[config.mk]
export PLATFORM = sky130hd
export DESIGN_NAME = ramdisk_io_ctrl
export DESIGN_NICKNAME = d
export VERILOG_FILES = /design/src/rtl/ramdisk_pkg.sv /design/src/rtl/rd_port_decode.sv /design/src/rtl/rd_stretch_latch.sv /design/src/rtl/rd_low_counter.sv /design/src/rtl/ramdisk_io_ctrl.sv
export SDC_FILE = /design/constraint.sdc
export NUM_CORES = 1
export LEC_CHECK = 0
export ABC_AREA = 1
export CORE_ASPECT_RATIO = 2
export CORE_MARGIN = 1.5
export CORE_UTILIZATION = 34
export CTS_CLUSTER_DIAMETER = 200
export CTS_CLUSTER_SIZE = 25
export DETAILED_ROUTE_END_ITERATION = 6
export PLACE_DENSITY_LB_ADDON = 0.12
export SETUP_SLACK_MARGIN = 0.4
export SYNTH_ARGS = -nofsm -noshare
export SYNTH_HDL_FRONTEND = slang
export SYNTH_SLANG_ARGS = --single-unit
[constraint.sdc]
create_clock -name clk -period 2.76 [get_ports clk]
set_input_delay 0.552 -clock clk [delete_from_list [all_inputs] [get_ports clk]]
set_output_delay 0.552 -clock clk [all_outputs]
set_load 0.005 [all_outputs]
[src/rtl/ramdisk_pkg.sv]
package ramdisk_pkg;
   localparam int NUM_PORTS = 5;
   localparam int BYTE_W    = 8;

   typedef enum logic [2:0] {
      PORT_LO   = 3'd0,
      PORT_MID  = 3'd1,
      PORT_HI   = 3'd2,
      PORT_DATA = 3'd3,
      PORT_STAT = 3'd4
   } port_sel_e;

   localparam int STAT_READY_BIT = 0;
   localparam int STAT_ROM_BIT   = 1;
endpackage

[src/rtl/rd_port_decode.sv]
module rd_port_decode
   import ramdisk_pkg::*;
#(
   parameter logic [7:0] IO_BASE = 8'h90
) (
   input  logic       iorq_n,
   input  logic       rd_n,
   input  logic       wr_n,
   input  logic       m1_n,
   input  logic [7:0] io_addr,
   output port_sel_e  sel_o,
   output logic       rd_act_o,
   output logic       wr_act_o
);
   logic [7:0] offset;
   logic       hit;

   always_comb begin
      offset   = io_addr - IO_BASE;
      hit      = ~iorq_n & m1_n & (offset < 8'(NUM_PORTS));
      sel_o    = port_sel_e'(offset[2:0]);
      rd_act_o = hit & ~rd_n;
      wr_act_o = hit & ~wr_n & rd_n;
   end
endmodule

[src/rtl/rd_stretch_latch.sv]
module rd_stretch_latch (
   input  logic clk,
   input  logic rst,
   input  logic set_i,
   input  logic clr_i,
   output logic q_o
);
   always_ff @(posedge clk) begin
      if (rst)        q_o <= 1'b0;
      else if (set_i) q_o <= 1'b1;
      else if (clr_i) q_o <= 1'b0;
   end

   AST_SET_HOLDS: assert property (@(posedge clk) disable iff (rst)
      set_i |=> q_o);
   AST_FETCH_CLEARS: assert property (@(posedge clk) disable iff (rst)
      (clr_i && !set_i) |=> !q_o);
endmodule

[src/rtl/rd_low_counter.sv]
module rd_low_counter #(
   parameter int W = 8
) (
   input  logic         clk,
   input  logic         rst,
   input  logic         step_i,
   input  logic         load_sel_i,
   input  logic [W-1:0] load_val_i,
   output logic [W-1:0] cnt_o
);
   initial begin
      if (W < 1) $error("rd_low_counter: W must be positive");
   end

   always_ff @(posedge clk) begin
      if (rst)             cnt_o <= '0;
      else if (step_i) begin
         if (load_sel_i)   cnt_o <= load_val_i;
         else              cnt_o <= cnt_o + W'(1);
      end
   end

   AST_LOW_STEP: assert property (@(posedge clk) disable iff (rst)
      (step_i && !load_sel_i) |=> (cnt_o == $past(cnt_o) + W'(1)));
   AST_LOW_LOAD: assert property (@(posedge clk) disable iff (rst)
      (step_i && load_sel_i) |=> (cnt_o == $past(load_val_i)));
   AST_LOW_IDLE: assert property (@(posedge clk) disable iff (rst)
      !step_i |=> $stable(cnt_o));
endmodule

[src/rtl/ramdisk_io_ctrl.sv]
module ramdisk_io_ctrl
   import ramdisk_pkg::*;
#(
   parameter logic [7:0] IO_BASE = 8'h90,
   parameter int         ADDR_W  = 18
) (
   input  logic              clk,
   input  logic              rst,
   input  logic              iorq_n,
   input  logic              rd_n,
   input  logic              wr_n,
   input  logic              m1_n,
   input  logic [7:0]        io_addr,
   input  logic [7:0]        io_wdata,
   output logic [7:0]        io_rdata,
   output logic [ADDR_W-1:0] mem_addr,
   output logic              mem_cs_ram,
   output logic              mem_cs_rom,
   output logic              mem_re,
   output logic              mem_we,
   output logic [7:0]        mem_wdata,
   input  logic [7:0]        mem_rdata
);
   localparam int HI_W       = ADDR_W - 2 * BYTE_W;
   localparam int REGION_BIT = ADDR_W - 1;
   localparam int N_LATCH    = 2;
   localparam int LT_LOAD    = 0;
   localparam int LT_DATA    = 1;

   initial begin
      if (ADDR_W < 17 || ADDR_W > 24) $error("ramdisk_io_ctrl: ADDR_W must be 17..24");
      if (IO_BASE > 8'd251)           $error("ramdisk_io_ctrl: port window exceeds 8-bit space");
   end

   port_sel_e          sel;
   logic               rd_act, wr_act, acc_act, acc_q;
   logic               acc_start, wr_start, data_act, data_act_q;
   logic               m1_q, m1_fall;
   logic [N_LATCH-1:0] set_v, pend_v;
   logic [7:0]         lo_q, mid_q, lo_pend;
   logic [HI_W-1:0]    hi_q;
   logic [7:0]         hi_rd, status;
   logic               in_rom;

   rd_port_decode #(.IO_BASE(IO_BASE)) u_dec (
      .iorq_n  (iorq_n),
      .rd_n    (rd_n),
      .wr_n    (wr_n),
      .m1_n    (m1_n),
      .io_addr (io_addr),
      .sel_o   (sel),
      .rd_act_o(rd_act),
      .wr_act_o(wr_act)
   );

   always_comb begin
      acc_act   = rd_act | wr_act;
      acc_start = acc_act & ~acc_q;
      wr_start  = wr_act & ~acc_q;
      data_act  = acc_act & (sel == PORT_DATA);
      m1_fall   = m1_q & ~m1_n;
      set_v[LT_LOAD] = wr_start & (sel == PORT_LO);
      set_v[LT_DATA] = acc_start & (sel == PORT_DATA);
   end

   always_ff @(posedge clk) begin
      if (rst) begin
         acc_q      <= 1'b0;
         m1_q       <= 1'b1;
         data_act_q <= 1'b0;
      end else begin
         acc_q      <= acc_act;
         m1_q       <= m1_n;
         data_act_q <= data_act;
      end
   end

   for (genvar g = 0; g < N_LATCH; g++) begin : g_stretch
      rd_stretch_latch u_lat (
         .clk  (clk),
         .rst  (rst),
         .set_i(set_v[g]),
         .clr_i(m1_fall),
         .q_o  (pend_v[g])
      );
   end

   always_ff @(posedge clk) begin
      if (rst) begin
         lo_pend <= '0;
         mid_q   <= '0;
         hi_q    <= '0;
      end else begin
         if (set_v[LT_LOAD])                 lo_pend <= io_wdata;
         if (wr_start && sel == PORT_MID)    mid_q   <= io_wdata;
         if (wr_start && sel == PORT_HI)     hi_q    <= io_wdata[HI_W-1:0];
      end
   end

   rd_low_counter #(.W(BYTE_W)) u_lo (
      .clk       (clk),
      .rst       (rst),
      .step_i    (m1_fall & (|pend_v)),
      .load_sel_i(pend_v[LT_LOAD]),
      .load_val_i(lo_pend),
      .cnt_o     (lo_q)
   );

   if (HI_W == BYTE_W) begin : g_hi_full
      assign hi_rd = hi_q;
   end else begin : g_hi_pad
      assign hi_rd = {{(BYTE_W-HI_W){1'b0}}, hi_q};
   end

   always_comb begin
      mem_addr   = {hi_q, mid_q, lo_q};
      in_rom     = mem_addr[REGION_BIT];
      mem_cs_ram = data_act & ~in_rom;
      mem_cs_rom = data_act & in_rom;
      mem_re     = rd_act & (sel == PORT_DATA);
      mem_we     = wr_start & (sel == PORT_DATA) & ~in_rom;
      mem_wdata  = io_wdata;
      status     = '0;
      status[STAT_READY_BIT] = 1'b1;
      status[STAT_ROM_BIT]   = in_rom;
      io_rdata   = '0;
      if (rd_act) begin
         case (sel)
            PORT_LO:   io_rdata = lo_q;
            PORT_MID:  io_rdata = mid_q;
            PORT_HI:   io_rdata = hi_rd;
            PORT_DATA: io_rdata = mem_rdata;
            PORT_STAT: io_rdata = status;
            default:   io_rdata = '0;
         endcase
      end
   end

   AST_ADDR_STEADY: assert property (@(posedge clk) disable iff (rst)
      (data_act && data_act_q) |-> $stable(mem_addr));
   AST_UPPER_UNTOUCHED: assert property (@(posedge clk) disable iff (rst)
      (m1_fall && !acc_act) |=> ($stable(mid_q) && $stable(hi_q)));
   AST_ROM_NO_WRITE: assert property (@(posedge clk) disable iff (rst)
      mem_we |-> (mem_cs_ram && !mem_cs_rom));
   AST_SELECT_EXCL: assert property (@(posedge clk) disable iff (rst)
      $onehot0({mem_cs_ram, mem_cs_rom}));
endmodule

==> flow_summary.yaml <==
synth:
  synth_cell_types: 28
  syn_inst: 276
  yosysTopAreaCell: "dfxtp_1"
  yosysTopAreaCellShare_pct: 34.3
  yosys.area_share.simple_pct: 40.1
  synth_fa_ha_area_share_pct: 0.714
  synth_top_family_by_area: "simple AND/OR/NAND/NOR gates"
  muxShareOfSynthArea_pct: 0
  synth-compound-area-share_pct: 11.3
  ys_seq_area_share_pct: 34.3
  yosys.area_share.xor_xnor_pct: 0
  synthFlopType: "dfxtp_1"
  syn_area_mm2: 0.00175
  synth_seq_cells: 30
  yosysWarningCount: 0
  ys_top_cells_by_area: "dfxtp_1 34%, nand2_1 18%, nor2_1 11%"
  synth-edff-count: 0
  syn_nets: 307
  synthArstFlopShare_pct: 0
  syn_area_per_cell_um2: 6.35
sta:
  slew_violations: 0
  clock.fmax_ghz: 0.432
  finalSetupViolations: 0
  skew_ns: 0.00565
  worstMarginPinSlew_ns: 0.461
  finalSetupTns_ns: 0
  period_needed_ns: 2.32
  slew_headroom_pct: 69.2
  fin_crit_sh_pct: 83.9
  hold_viol: 0
  rsz0062_at_grt: "true"
  setup_ws_ns: 0.445
placed_design:
  gp_congestion: 0.809
  io_buffers: 67
  dp.cells: 406
  pre_cts_ws_ns: -0.149
  post-dp-hpwl_mm: 4.14
power:
  p_int_mw: 0.698
  pwr-share-seq_pct: 47.2
  p_per_area_mw_per_mm2: 328
  clock_power_share_pct: 40.1
  pwr-share-comb_pct: 12.7
  p_leak_nw: 1.22
  p_sw_share_pct: 24.1
  max-vdd-ir-drop_uv: 287
  netSwitchingPower_mw: 0.221
die:
  dieHeight_um: 105
  dieArea_mm2: 0.00562
  placementRows: 36
  fp.dieW_um: 53.8
  initial_core_util_pct: 35.7
  core-area_mm2: 0.00491
  pin_count: 68
clock_tree:
  cts_buffers: 5
  cts_tree: "done"
  ctsHoldBuffers: 0
  cts.sinks: 30
  path_clk_slew_ns: 0.07
  cts_root_buf: "clkbuf_8"
  htreeDepth: 2
  worstSkewPairLatency_ns: 0.28
  cts_buffer_depth: 2
detailed_routing:
  vias: 1985
  drt-pass1-iter-count: 4
  drc_errors: 0
  drtIter0Drc: 32
  drtAntennaViolNets: 0
  viasPerCell: 4.71
  drt-total-wl_mm: 5.56
  avgRoutedWirePerCell_um: 13.2
setup_path:
  critPathLaunchType: "primary input"
  path_class: "primary input to output pin"
  arrival_ns: 1.76
  required_ns: 2.21
  reg2regPathDepth: 6
  timing.reg2reg.setup_slack_ns: 1.11
  endpoint_kind: "output pin"
  cp_max_fo: 5
grt:
  antenna_found_initial: 0
  gr-usage-all-layers_pct: 21.4
  grt_max_degree: 18
  grt_pass1_vias: 2029
  grt_pass1_wl_mm: 8.91
  grt_overflow: 0
cells_and_area:
  final_common_cell: "nand2_1"
  final_cell_mix: "78 x nand2_1, 51 x nor2_1, 44 x clkdlybuf4s50_1"
  drive_gt1_share_pct: 21.7
  fin_cells: 421
  nNetsFinal: 394
  syn2layout_area_growth_pct: 60.1
  num_antenna_cells: 0
flow_run:
  cap_violations: 0
worst_hold_path:
  min_path_cells: 2
  hold_class: "flip-flop to flip-flop"
run_status:
  status: "completed"
==> what timing repair did <==
| item | CTS | global route |
|---|---|---|
| setup buffers | 6 | 1 |
| hold endpoints to repair | 0 | 0 |
| setup endpoints to repair | 12 | 11 |
| gates resized for setup | 67 | 18 |
| pin swaps | 10 | 3 |
==> area by class of cell <==
class | count | area, µm²
fill | 494 | 2100
clock buffer | 6 | 82.6
inverter | 37 | 140
multi-input combinational | 195 | 1050
timing repair buffer | 94 | 852
sequential | 30 | 601
tap | 57 | 71.3
clock inverter | 2 | 12.5
==> metal layers <==
layer,share of wire (%),vias to the layer above,GRT usage [%]
met2,59,50,40.8
met5,0,-,0
met4,2.6,0,10.1
met3,4.6,12,3.14
li1,-,1021,-
met1,34,902,20.3
==> cell usage after synthesis, types with 2 or more instances <==
| cell | instances |
|---|---|
| buf_4 | 8 |
| dfxtp_1 | 30 |
| nand3_4 | 3 |
| a211oi_1 | 2 |
| nand2_1 | 84 |
| a21oi_1 | 12 |
| inv_2 | 2 |
| nor2_1 | 52 |
| nand3_1 | 6 |
| nor2_2 | 3 |
| buf_6 | 2 |
| o21ai_0 | 9 |
| clkinv_1 | 2 |
| nand2_2 | 3 |
| clkbuf_1 | 3 |
| inv_1 | 33 |
| a31oi_1 | 9 |
| nor3_1 | 3 |
==> path summary, 6_finish.rpt <==
| check | start | to |
|---|---|---|
| worst max-delay path | io_addr[1] | io_rdata[7] |
| worst min-delay path | g_stretch[1].u_lat.q_o | g_stretch[1].u_lat.q_o |
| worst max register to register | g_stretch[0].u_lat.q_o | u_lo.cnt_o[7] |
| worst min register to register | g_stretch[1].u_lat.q_o | g_stretch[1].u_lat.q_o |
==> registers in the layout, indices dropped and copies added (netlist names) <==
name / count
acc_q: 1
g_stretch.u_lat.q_o: 2
hi_q: 2
lo_pend: 8
m1_q: 1
mid_q: 8
u_lo.cnt_o: 8
==> metrics by stage <==
stage / hold WS (ns) / area [µm²] / util (%) / total power, mW
global route: 0.490 / 2810 / 57.2 / 0.958
CTS: 0.473 / 2720 / 55.5 / 0.932
floorplan: 0.445 / 1750 / - / 0.479
finish: 0.471 / 2810 / 57.2 / 0.919
detailed placement: 0.464 / 2550 / 51.9 / 0.555
global placement: 0.455 / 2550 / 51.9 / 0.555
==> critical path, stage by stage <==
cell           delay [ns]
dlygate4sd2_1        0.25
buf_4                0.15
nor3_4               0.19
buf_6                0.13
buf_12               0.10
nand2_1              0.07
a31oi_4              0.18
buf_2                0.14
==> power groups by stage <==
stage	Clock [mW]	Combinational [mW]	Sequential (mW)
final	0.369	0.117	0.434
after CTS	0.383	0.115	0.434
after global routing	0.398	0.126	0.434
after floorplan	0	0.0349	0.444
after global placement	0	0.111	0.444
after detailed placement	0	0.111	0.444
==> cells by family (layout without fill, tap and decap cells) <==
group,count (synthesis),in the layout
buffers and inverters,51,139
AOI/OAI and AO/OA,35,35
DFF,30,30
adders and majority gates,1,1
and+or+nand+nor,159,159
No activity file was read; power rests on OpenSTA's default activity.
